===== config.mk =====
export PLATFORM = sky130hd
export DESIGN_NAME = regaccess_guard
export DESIGN_NICKNAME = d
export VERILOG_FILES = /design/src/rtl/rag_pkg.sv /design/src/rtl/rag_decode.sv /design/src/rtl/rag_rules.sv /design/src/rtl/rag_store.sv /design/src/rtl/rag_status.sv /design/src/rtl/regaccess_guard.sv
export SDC_FILE = /design/constraint.sdc
export NUM_CORES = 1
export LEC_CHECK = 0
export ABC_CLOCK_PERIOD_IN_PS = 3600
export BUFFER_PORTS_ARGS = -buffer_cell sky130_fd_sc_hd__buf_2
export CAP_MARGIN = 25
export CORE_MARGIN = 8
export CORE_UTILIZATION = 45
export DETAILED_ROUTE_END_ITERATION = 7
export PLACE_DENSITY = 0.76
export RECOVER_POWER = 50
export SYNTH_ARGS = -nofsm -noshare
export SYNTH_HDL_FRONTEND = slang
export SYNTH_HIERARCHICAL = 1
export SYNTH_SLANG_ARGS = --single-unit

===== constraint.sdc =====
create_clock -name clk -period 3.6 [get_ports clk]
set_input_delay 0.18 -clock clk [delete_from_list [all_inputs] [get_ports clk]]
set_output_delay 0.18 -clock clk [all_outputs]
set_load 0.1 [all_outputs]

===== src/rtl/rag_pkg.sv =====
package rag_pkg;

  localparam int OFF_CTRL   = 0;
  localparam int OFF_MODE   = 1;
  localparam int OFF_IEN    = 2;
  localparam int OFF_IDIS   = 3;
  localparam int OFF_IMASK  = 4;
  localparam int OFF_STATUS = 5;

  typedef enum logic [2:0] {
    VC_DIN_DMA   = 3'd0,
    VC_DOUT_PROC = 3'd1,
    VC_MODE_PROC = 3'd2,
    VC_DOUT_KEY  = 3'd3,
    VC_MODE_KEY  = 3'd4,
    VC_WO_READ   = 3'd5
  } viol_e;

  typedef enum logic [3:0] {
    RG_NONE, RG_CTRL, RG_MODE, RG_IEN, RG_IDIS,
    RG_IMASK, RG_STATUS, RG_DIN, RG_DOUT
  } region_e;

  typedef struct packed {
    logic  hit;
    viol_e code;
  } verdict_t;

  localparam verdict_t NO_VIOL = '{hit: 1'b0, code: VC_DIN_DMA};

  // Read rules: output words are phase-guarded, write-only regions never readable
  function automatic verdict_t read_verdict(region_e r, logic proc, logic key);
    verdict_t v;
    v = NO_VIOL;
    case (r)
      RG_DOUT: begin
        if (key)       v = '{hit: 1'b1, code: VC_DOUT_KEY};
        else if (proc) v = '{hit: 1'b1, code: VC_DOUT_PROC};
      end
      RG_CTRL, RG_IEN, RG_IDIS, RG_DIN:
        v = '{hit: 1'b1, code: VC_WO_READ};
      default: v = NO_VIOL;
    endcase
    return v;
  endfunction

  // Write rules: input words guarded by DMA processing, mode by either phase
  function automatic verdict_t write_verdict(region_e r, logic proc, logic dma, logic key);
    verdict_t v;
    v = NO_VIOL;
    case (r)
      RG_DIN:
        if (proc && dma) v = '{hit: 1'b1, code: VC_DIN_DMA};
      RG_MODE: begin
        if (key)       v = '{hit: 1'b1, code: VC_MODE_KEY};
        else if (proc) v = '{hit: 1'b1, code: VC_MODE_PROC};
      end
      default: v = NO_VIOL;
    endcase
    return v;
  endfunction

endpackage


===== src/rtl/rag_decode.sv =====
module rag_decode
  import rag_pkg::*;
#(
  parameter int ADDR_W    = 6,
  parameter int NUM_WORDS = 4,
  parameter int DIN_BASE  = 8,
  parameter int DOUT_BASE = 16,
  localparam int IDX_W    = (NUM_WORDS > 1) ? $clog2(NUM_WORDS) : 1
) (
  input  logic [ADDR_W-1:0] addr,
  output region_e           region,
  output logic [IDX_W-1:0]  idx
);

  localparam logic [ADDR_W-1:0] DIN_LO  = ADDR_W'(DIN_BASE);
  localparam logic [ADDR_W-1:0] DOUT_LO = ADDR_W'(DOUT_BASE);
  localparam logic [ADDR_W-1:0] SPAN    = ADDR_W'(NUM_WORDS);

  logic [ADDR_W-1:0] din_off;
  logic [ADDR_W-1:0] dout_off;
  logic              in_din;
  logic              in_dout;

  assign din_off  = addr - DIN_LO;
  assign dout_off = addr - DOUT_LO;
  assign in_din   = (addr >= DIN_LO)  && (din_off  < SPAN);
  assign in_dout  = (addr >= DOUT_LO) && (dout_off < SPAN);

  always_comb begin
    region = RG_NONE;
    idx    = '0;
    if (in_din) begin
      region = RG_DIN;
      idx    = din_off[IDX_W-1:0];
    end else if (in_dout) begin
      region = RG_DOUT;
      idx    = dout_off[IDX_W-1:0];
    end else begin
      case (addr)
        ADDR_W'(OFF_CTRL):   region = RG_CTRL;
        ADDR_W'(OFF_MODE):   region = RG_MODE;
        ADDR_W'(OFF_IEN):    region = RG_IEN;
        ADDR_W'(OFF_IDIS):   region = RG_IDIS;
        ADDR_W'(OFF_IMASK):  region = RG_IMASK;
        ADDR_W'(OFF_STATUS): region = RG_STATUS;
        default:             region = RG_NONE;
      endcase
    end
  end

endmodule


===== src/rtl/rag_rules.sv =====
module rag_rules
  import rag_pkg::*;
(
  input  logic    rd,
  input  logic    wr,
  input  region_e region,
  input  logic    proc,
  input  logic    dma,
  input  logic    key,
  output logic    rd_illegal,
  output logic    wr_illegal,
  output logic    viol_valid,
  output viol_e   viol_code
);

  verdict_t rv;
  verdict_t wv;

  always_comb begin
    rv = rd ? read_verdict(region, proc, key) : NO_VIOL;
    wv = wr ? write_verdict(region, proc, dma, key) : NO_VIOL;
  end

  assign rd_illegal = rv.hit;
  assign wr_illegal = wv.hit;
  assign viol_valid = rv.hit | wv.hit;
  // a write violation's code takes precedence over a read violation's
  assign viol_code  = wv.hit ? wv.code : rv.code;

endmodule


===== src/rtl/rag_store.sv =====
module rag_store
  import rag_pkg::*;
#(
  parameter int DATA_W    = 32,
  parameter int NUM_WORDS = 4,
  localparam int IDX_W    = (NUM_WORDS > 1) ? $clog2(NUM_WORDS) : 1
) (
  input  logic                        clk,
  input  logic                        rst_n,
  input  logic                        swrst,
  input  logic                        wr,
  input  region_e                     region,
  input  logic [IDX_W-1:0]            idx,
  input  logic [DATA_W-1:0]           wdata,
  input  logic                        wr_illegal,
  output logic [DATA_W-1:0]           mode_q,
  output logic [NUM_WORDS*DATA_W-1:0] din_q,
  output logic                        mask_q
);

  logic wr_ok;
  logic mode_blocked;

  assign wr_ok        = wr && !wr_illegal;
  assign mode_blocked = wr && wr_illegal && (region == RG_MODE);

  always_ff @(posedge clk or negedge rst_n) begin
    if (!rst_n)                              mode_q <= '0;
    else if (swrst)                          mode_q <= '0;
    else if (wr_ok && region == RG_MODE)     mode_q <= wdata;
  end

  always_ff @(posedge clk or negedge rst_n) begin
    if (!rst_n)                                      mask_q <= 1'b0;
    else if (swrst)                                  mask_q <= 1'b0;
    else if (wr_ok && region == RG_IEN && wdata[0])  mask_q <= 1'b1;
    else if (wr_ok && region == RG_IDIS && wdata[0]) mask_q <= 1'b0;
  end

  for (genvar g = 0; g < NUM_WORDS; g++) begin : g_din
    logic hit_g;
    assign hit_g = wr_ok && (region == RG_DIN) && (idx == IDX_W'(g));
    always_ff @(posedge clk or negedge rst_n) begin
      if (!rst_n)     din_q[g*DATA_W +: DATA_W] <= '0;
      else if (swrst) din_q[g*DATA_W +: DATA_W] <= '0;
      else if (hit_g) din_q[g*DATA_W +: DATA_W] <= wdata;
    end
  end

  // a blocked mode write leaves the register unchanged
  a_r10_mode_blocked: assert property (@(posedge clk) disable iff (!rst_n)
    (mode_blocked && !swrst) |=> $stable(mode_q));

  // the mask only rises through an enable write
  a_r11_mask_rise: assert property (@(posedge clk) disable iff (!rst_n)
    !mask_q ##1 mask_q |-> $past(wr && region == RG_IEN));

endmodule


===== src/rtl/rag_status.sv =====
module rag_status
  import rag_pkg::*;
(
  input  logic  clk,
  input  logic  rst_n,
  input  logic  swrst,
  input  logic  viol_valid,
  input  viol_e viol_code,
  output logic  flag_q,
  output viol_e code_q
);

  always_ff @(posedge clk or negedge rst_n) begin
    if (!rst_n) begin
      flag_q <= 1'b0;
      code_q <= VC_DIN_DMA;
    end else if (swrst) begin
      flag_q <= 1'b0;
      code_q <= VC_DIN_DMA;
    end else if (viol_valid) begin
      flag_q <= 1'b1;
      code_q <= viol_code;
    end
  end

  a_r1_flag_set: assert property (@(posedge clk) disable iff (!rst_n)
    (viol_valid && !swrst) |=> flag_q);

  a_r3_code_latest: assert property (@(posedge clk) disable iff (!rst_n)
    (viol_valid && !swrst) |=> code_q == $past(viol_code));

  a_r4_swrst_clears: assert property (@(posedge clk) disable iff (!rst_n)
    swrst |=> (!flag_q && code_q == VC_DIN_DMA));

  a_r4_sticky: assert property (@(posedge clk) disable iff (!rst_n)
    (flag_q && !swrst) |=> flag_q);

  a_r4_code_hold: assert property (@(posedge clk) disable iff (!rst_n)
    (!swrst && !viol_valid) |=> $stable(code_q));

endmodule


===== src/rtl/regaccess_guard.sv =====
module regaccess_guard
  import rag_pkg::*;
#(
  parameter int ADDR_W    = 6,
  parameter int DATA_W    = 32,
  parameter int NUM_WORDS = 4,
  parameter int DIN_BASE  = 8,
  parameter int DOUT_BASE = 16
) (
  input  logic                        clk,
  input  logic                        rst_n,
  input  logic [ADDR_W-1:0]           bus_addr,
  input  logic                        bus_wr,
  input  logic                        bus_rd,
  input  logic [DATA_W-1:0]           bus_wdata,
  output logic [DATA_W-1:0]           bus_rdata,
  input  logic                        proc_busy,
  input  logic                        dma_mode,
  input  logic                        keygen_busy,
  input  logic [NUM_WORDS*DATA_W-1:0] dout_words,
  output logic [DATA_W-1:0]           mode_q,
  output logic [NUM_WORDS*DATA_W-1:0] din_words,
  output logic                        irq
);

  localparam int IDX_W = (NUM_WORDS > 1) ? $clog2(NUM_WORDS) : 1;

  region_e           region;
  logic [IDX_W-1:0]  idx;
  logic              rd_illegal;
  logic              wr_illegal;
  logic              viol_valid;
  viol_e             viol_code;
  logic              swrst;
  logic              mask_q;
  logic              flag_q;
  viol_e             code_q;
  logic [DATA_W-1:0] rdata_raw;

  rag_decode #(
    .ADDR_W(ADDR_W), .NUM_WORDS(NUM_WORDS),
    .DIN_BASE(DIN_BASE), .DOUT_BASE(DOUT_BASE)
  ) u_decode (
    .addr(bus_addr), .region(region), .idx(idx)
  );

  rag_rules u_rules (
    .rd(bus_rd), .wr(bus_wr), .region(region),
    .proc(proc_busy), .dma(dma_mode), .key(keygen_busy),
    .rd_illegal(rd_illegal), .wr_illegal(wr_illegal),
    .viol_valid(viol_valid), .viol_code(viol_code)
  );

  assign swrst = bus_wr && (region == RG_CTRL) && bus_wdata[0];

  rag_store #(.DATA_W(DATA_W), .NUM_WORDS(NUM_WORDS)) u_store (
    .clk(clk), .rst_n(rst_n), .swrst(swrst), .wr(bus_wr),
    .region(region), .idx(idx), .wdata(bus_wdata),
    .wr_illegal(wr_illegal), .mode_q(mode_q), .din_q(din_words),
    .mask_q(mask_q)
  );

  rag_status u_status (
    .clk(clk), .rst_n(rst_n), .swrst(swrst),
    .viol_valid(viol_valid), .viol_code(viol_code),
    .flag_q(flag_q), .code_q(code_q)
  );

  always_comb begin
    rdata_raw = '0;
    case (region)
      RG_MODE:   rdata_raw = mode_q;
      RG_IMASK:  rdata_raw[0] = mask_q;
      RG_STATUS: begin
        rdata_raw[0]    = flag_q;
        rdata_raw[10:8] = code_q;
      end
      RG_DOUT:   rdata_raw = dout_words[int'(idx)*DATA_W +: DATA_W];
      default:   rdata_raw = '0;
    endcase
  end

  assign bus_rdata = (bus_rd && !rd_illegal) ? rdata_raw : '0;
  assign irq       = flag_q & mask_q;

  // a forbidden read never leaks data
  a_r9_zero_read: assert property (@(posedge clk) disable iff (!rst_n)
    rd_illegal |-> (bus_rdata == '0));

  // reset in the same cycle as a violation wins
  a_r12_reset_wins: assert property (@(posedge clk) disable iff (!rst_n)
    (swrst && viol_valid) |=> !irq);

endmodule


==> out/qor.txt, run 1 <==
Commonest non-fill, non-tap cell in the layout = nand2_1
Failing checks = capacitance limit, slew limit
Antenna violations before repair = 1
Post-route minimum period = 3.38 ns
Clock Power Share = 0.316
DP HPWL = 22300 um
Yosys cell types = 53
Initial DRC count = 459
Number of buffers created by CTS = 17
Fmax = 0.296 GHz
Critical path class = in -> out
Ports = 366
Max H-tree Level = 4
Req. time, crit path = 3.42 ns
Netlist area before placement = 8500 sq um
Chip width = 153 um
Largest net degree at the start of global routing = 90
Share of cells above drive strength 1 = 0.302
Total power = 5.83 mW
Clock edge transition at the registers on the reported setup and hold paths = 0.06 ns
Area of the multi-input gates = 4010 sq um
Fin nets = 1258
Worst-Margin Slew = 2.21 ns
Mapped Cells = 727
I/O Buffers = 365
Clock root buffer = clkbuf_16
Layout area overhead = 35.1%
Final core utilization = 0.616
Antenna viol nets, final = 0
Hold slack = 0.123 ns
Initial Util = 0.456
Switching part of the total = 0.415
Post-synth EDFFs = 0
Final WL = 29700 um
Post-CTS Setup Bufs = 0
WP data arrival = 3.20 ns
Worst Path Max Fanout = 18
Crit. End Element = primary output
Synth warn = 6
Final period util = 0.938
GPL Wtd Cong = 0.892
Drt drc = 0
Mean Syn Cell Area = 11.7 sq um
Cell chain of the critical path = buf_2 > inv_1 > ha_1 > xnor2_1 > nand4b_1 > o21ai_1 > and2b_1 > xnor2_1 > o32ai_2 > nand2b_1 > and2b_1 > buf_4 > a221o_1 > buf_12
Slew HR = -0.471
# Max-Cap Violations = 1
Synth async-reset ratio = 1.00
Commonest non-fill, non-tap cells in the layout = nand2_1 (196), buf_2 (187), dfrtp_1 (165), mux2i_1 (163), clkbuf_1 (145)
Maximum clock path buffer count = 2
CTS Sinks = 165
Die area = 23500 sq um
RSZ-0062 raised after global routing = false
Seq/Total Area, Yosys = 0.486
Per-cell routed wire length = 22.3 um
DR vias = 7331
Status = finished, violations left
Syn_nets = 901
Cell-internal power = 3.41 mW
Die Y = 153 um
CORE AREA = 18600 sq um
CTS tree = yes
R2R Setup Slk = 2.85 ns
Fillcell total = 1614
Sequential share of power = 0.368
Vias/cell = 5.50
Total congestion overflow = 0
Most common flop cell mapped by yosys = dfrtp_1
Final setup vio count = 0
Clock latency on the worst-skew pair = 0.41 ns
First-pass GRT wire length = 45600 um
GRT Total Usage = 0.248
Combinational power share = 0.315
Power Dens Cells = 508 nW/um^2
Crit path launch type = input port
FF+latch count, synth = 165
CP max-delay cell = a221o_1
Max VDD drop = 0.369 mV
Min-Delay Path Class = in -> reg
Net Sw Power = 2.42 mW
Register Area = 4130 sq um
FP Rows = 50
Number of iterations in the first detailed-routing pass = 4
Max Transition Viols Final = 89
Pleak = 6.10 nW
CP peak stage delay = 0.39 ns
Fin. Hold Viols = 0
Number of global-route vias before repair = 7872
Clock skew = 0 ns
worst max-delay path, delay by kind of cell:
kind	cells	cell delay (ns)
AND/OR/NAND/NOR	4	0.94
AO/OA/AOI/OAI	3	0.90
buffers and inverters	4	0.63
XOR/XNOR	2	0.33
adder cells (fa/ha/maj)	1	0.21
synthesized netlist by cell type, types with 3 or more instances:
master    count  area [sq um]
o21ai_0       3          15.0
nand2b_1      3          18.8
dfrtp_1     165          4130
mux4_2       32           721
nand3b_1      3          22.5
buf_2        18          90.1
nor2b_1       3          18.8
buf_12        3          60.1
nand2_1     196           736
a22o_1       28           245
clkbuf_1     18          67.6
mux2_2        4          45.0
buf_6        10           113
a22oi_1       3          22.5
xnor2_1       3          26.3
buf_4         3          22.5
nand3_1       3          15.0
nand4_1       3          18.8
nor3b_1       5          37.5
inv_1         7          26.3
mux2i_1     163          1630
nor2_1       12          45.0
final cells by class:
cell class                 instances  area share
clock buffer                      17      0.0371
timing repair buffer             392       0.211
sequential                       165       0.360
multi-input combinational        501       0.349
inverter                           7     0.00251
antenna                            1    0.000218
clock inverter                    15      0.0153
tap                              234      0.0255
timing repair:
item / CTS / global route
hold buffers: 1 / 0
resized for setup: 0 / 1
endpoints found under the setup margin: 0 / 1
hold endpoints to repair: 88 / 0
metal layers:
metal  global-route usage  vias up  part of all wire
li1                     -     3276                 -
met1                0.296     3693              0.41
met2                0.416      318              0.49
met3               0.0764       44             0.073
met4               0.0896        0             0.026
met5                    0        -                 0
through the flow:
stage          cell area, sq um  TNS [ns]  cells  setup WS (ns)
6_report                  11500         0   1332          0.221
5_1_grt                   11500         0   1332        0.00746
4_1_cts                   11700         0   1331          0.238
3_5_place_dp              11100         0   1298          0.258
3_3_place_gp              11100         0   1298          0.350
2_1_floorplan              8500    -0.529    727         -0.176
final timing paths:
| kind | start | end | depth (start not counted) |
|---|---|---|---|
| hold / removal | bus_wdata[21] | u_store/mode_q[21] | 3 |
| max in group asynchronous | rst_n | u_store/din_q[93] | 2 |
| min in group asynchronous | rst_n | u_store/din_q[69] | 2 |
| setup reg to reg | u_store/mode_q[0] | u_store/mode_q[0] | 2 |
| hold reg to reg | u_status/flag_q | u_status/flag_q | 2 |
| setup / recovery | bus_addr[3] | bus_rdata[0] | 14 |
cells by family (layout without fill, tap and decap cells):
family,Yosys count,after routing,share of synthesized area
adder cells (fa/ha/maj),1,1,0.00147
flip-flops,165,165,0.486
other,0,1,0
AO/OA/AOI/OAI,45,45,0.0449
XOR/XNOR,3,3,0.00309
multiplexers,199,199,0.282
AND/OR/NAND/NOR,253,253,0.135
buffers and inverters,61,431,0.0468
power by group through the flow:
stage               Combinational (mW)  Clock (mW)  Sequential (mW)
finish                            1.84        1.84             2.15
global route                      1.91        1.95             2.16
CTS                               1.87        1.88             2.14
detailed placement                1.86           0             2.17
global placement                  1.84           0             2.17
floorplan                        0.411           0             3.13
registers in the layout, summed over array words and instances, names as in the netlist:
register         cells
u_store/din_q      128
u_store/mode_q      32
u_status/code_q      3
u_status/flag_q      1
u_store/mask_q       1
(Power assumes the default switching activity.)
==> run 2: changes to the inputs <==
BUFFER_PORTS_ARGS = -buffer_cell sky130_fd_sc_hd__buf_4   (was -buffer_cell sky130_fd_sc_hd__buf_2)
==> run 2 against run 1 <==
Compared with the run above: the flow still finishes with violations (capacitance limit, slew limit); combinational power increased by 2%; final cell count is 0.53% lower; worst setup slack better by 0.097 ns; clock power rose by 8%; largest cell class unchanged.
==> out/qor.txt, run 2 (synthesis results as in run 1) <==
CTS Sinks = 165 (unchanged)
Min-Delay Path Class = in -> reg (unchanged)
Chip width = 153 um (unchanged)
Failing checks = capacitance limit, slew limit (unchanged)
Fin nets = 1252 (was 1258)
Fin. Hold Viols = 0 (unchanged)
# Max-Cap Violations = 1 (unchanged)
Layout area overhead = 35.6% (was 35.1%)
Clock edge transition at the registers on the reported setup and hold paths = 0.06 ns (about the same)
Crit path launch type = input port (unchanged)
Cell Count, Final, Fillers Out = 1325 (was 1332)
Vias/cell = 5.43 (was 5.50)
Final WL = 30100 um (was 29700 um)
Req. time, crit path = 3.42 ns (about the same)
Clock latency on the worst-skew pair = 0.42 ns (was 0.41 ns)
RSZ-0062 raised after global routing = false (unchanged)
Initial Util = 0.456 (unchanged)
Cells on worst reg2reg path = 2 (unchanged)
Number of buffers created by CTS = 17 (unchanged)
Fillcell total = 1650 (was 1614)
Pleak = 6.13 nW (was 6.10 nW)
HP Start = bus_wdata[18] (was bus_wdata[21])
Commonest non-fill, non-tap cell in the layout = buf_4 (was nand2_1)
Die area = 23500 sq um (unchanged)
Worst Path Max Fanout = 29 (was 18)
End of the worst register-to-register path = u_store/mode_q[31] (was u_store/mode_q[0])
Maximum clock path buffer count = 2 (unchanged)
Pre-CTS setup slack = 0.0395 ns (was 0.258 ns)
CP endpoint = bus_rdata[14] (was bus_rdata[0])
Biggest regs = u_store/din_q: 128 flops, u_store/mode_q: 32 flops, u_status/code_q: 3 flops (unchanged)
DP HPWL = 22000 um (was 22300 um)
Biggest register = u_store/din_q (unchanged)
Ant. Diodes = 0 (was 1)
Clock root buffer = clkbuf_16 (unchanged)
WP data arrival = 3.10 ns (was 3.20 ns)
Largest net degree at the start of global routing = 143 (was 90)
Power Dens Cells = 523 nW/um^2 (was 508 nW/um^2)
Max FFs per register = 128 (unchanged)
Placed instance count = 1291 (was 1298)
Number of iterations in the first detailed-routing pass = 5 (was 4)
Register Area = 4130 sq um (unchanged)
FP Rows = 50 (unchanged)
Max H-tree Level = 4 (unchanged)
Die Y = 153 um (unchanged)
Hold Path Stages = 3 (unchanged)
Ports = 366 (unchanged)
Crit. End Element = primary output (unchanged)
I/O Buffers = 365 (unchanged)
Area of the multi-input gates = 4010 sq um (unchanged)
Critical Path Start = bus_addr[3] (unchanged)
Clock skew = 0 ns (unchanged)
First-pass GRT wire length = 45700 um (was 45600 um)
Drt drc = 0 (unchanged)
Antenna viol nets, final = 0 (unchanged)
Fmax = 0.305 GHz (was 0.296 GHz)
Initial DRC count = 508 (was 459)
Worst-Margin Slew = 1.95 ns (was 2.21 ns)
Cts repair resizes = 0 (unchanged)
Status = finished, violations left (unchanged)
GPL Wtd Cong = 0.890 (was 0.892)
Final setup vio count = 0 (unchanged)
GRT Total Usage = 0.249 (was 0.248)
Max VDD drop = 0.342 mV (was 0.369 mV)
Post-route minimum period = 3.28 ns (was 3.38 ns)
Slew HR = -0.297 (was -0.471)
DR vias = 7197 (was 7331)
FF-to-FF Start = u_store/mode_q[31] (was u_store/mode_q[0])
Antenna violations before repair = 1 (unchanged)
CORE AREA = 18600 sq um (unchanged)
Max Transition Viols Final = 75 (was 89)
CTS tree = yes (unchanged)
Share of cells above drive strength 1 = 0.296 (was 0.302)
Commonest non-fill, non-tap cells in the layout = buf_4 (230), nand2_1 (196), dfrtp_1 (165), mux2i_1 (163), clkbuf_1 (147) (was nand2_1 (196), buf_2 (187), dfrtp_1 (165), mux2i_1 (163), clkbuf_1 (145))
Final period util = 0.911 (was 0.938)
Total congestion overflow = 0 (unchanged)
Worst Slack Setup Final = 0.319 ns (was 0.221 ns)
Critical path class = in -> out (unchanged)
Number of global-route vias before repair = 7715 (was 7872)
Per-cell routed wire length = 22.7 um (was 22.3 um)
R2R Setup Slk = 2.84 ns (was 2.85 ns)
## run 2: cell count changes in the layout (fill, tap and decap cells not counted), sizes merged
cell	delta
clkinv	-4
bufinv	+2
clkbuf	+3
buf	-9
inv	+2
diode	-1
## run 2: worst max-delay path, cell delays in order
cell,delay (ns)
buf_4,0.13
inv_1,0.05
ha_1,0.20
xnor2_1,0.21
nand4b_1,0.24
o21ai_1,0.24
buf_4,0.26
nor2_1,0.09
nand4b_1,0.16
o32ai_2,0.11
nand2b_1,0.23
nor3b_4,0.24
buf_12,0.25
a22o_1,0.21
buf_4,0.30
## run 2: worst min-delay path by stage
stage,end
after detailed placement,u_store/din_q[35]
final,u_store/din_q[114]
after floorplan,u_status/code_q[0]
after global routing,u_store/din_q[50]
after CTS,u_store/din_q[117]
after global placement,u_store/din_q[42]
## run 2: through the flow
stage | setup TNS (ns) | util | power [mW] | hold slack (ns) | area [sq um]
4_1_cts | 0 | 0.648 | 6.15 | 0.111 | 12100
6_report | 0 | 0.618 | 6.03 | 0.120 | 11500
5_1_grt | 0 | 0.618 | 6.22 | 0.124 | 11500
3_5_place_dp | 0 | 0.613 | 4.15 | 0.272 | 11400
2_1_floorplan | -0.529 | - | 3.54 | -0.116 | 8500
3_3_place_gp | 0 | 0.613 | 4.13 | 0.270 | 11400
## run 2: layer usage
metal / routed length [um] / vias to the layer above / global-route usage
met5: 0 / - / 0
met4: 710 / 0 / 0.0868
met3: 2520 / 40 / 0.0798
met2: 14800 / 315 / 0.412
met1: 12100 / 3573 / 0.302
li1: - / 3269 / -
## run 2: layout make-up
type	count	area share
Tap cell	234	0.0254
Timing Repair Buffer	386	0.209
Sequential cell	165	0.359
Inverter	7	0.00250
Multi-Input combinational cell	501	0.348
Clock buffer	17	0.0369
Clock inverter	15	0.0191
## run 2: power by group
part | switching, mW | leakage (nW) | internal (mW)
logic | 1.47 | 3.56 | 0.417
registers | 0.154 | 2.26 | 2.00
clock network | 0.808 | 0.318 | 1.19
## run 2: timing repair
item,CTS,global route
hold endpoints to repair,72,0
buffers inserted,0,0
hold buffers,1,0
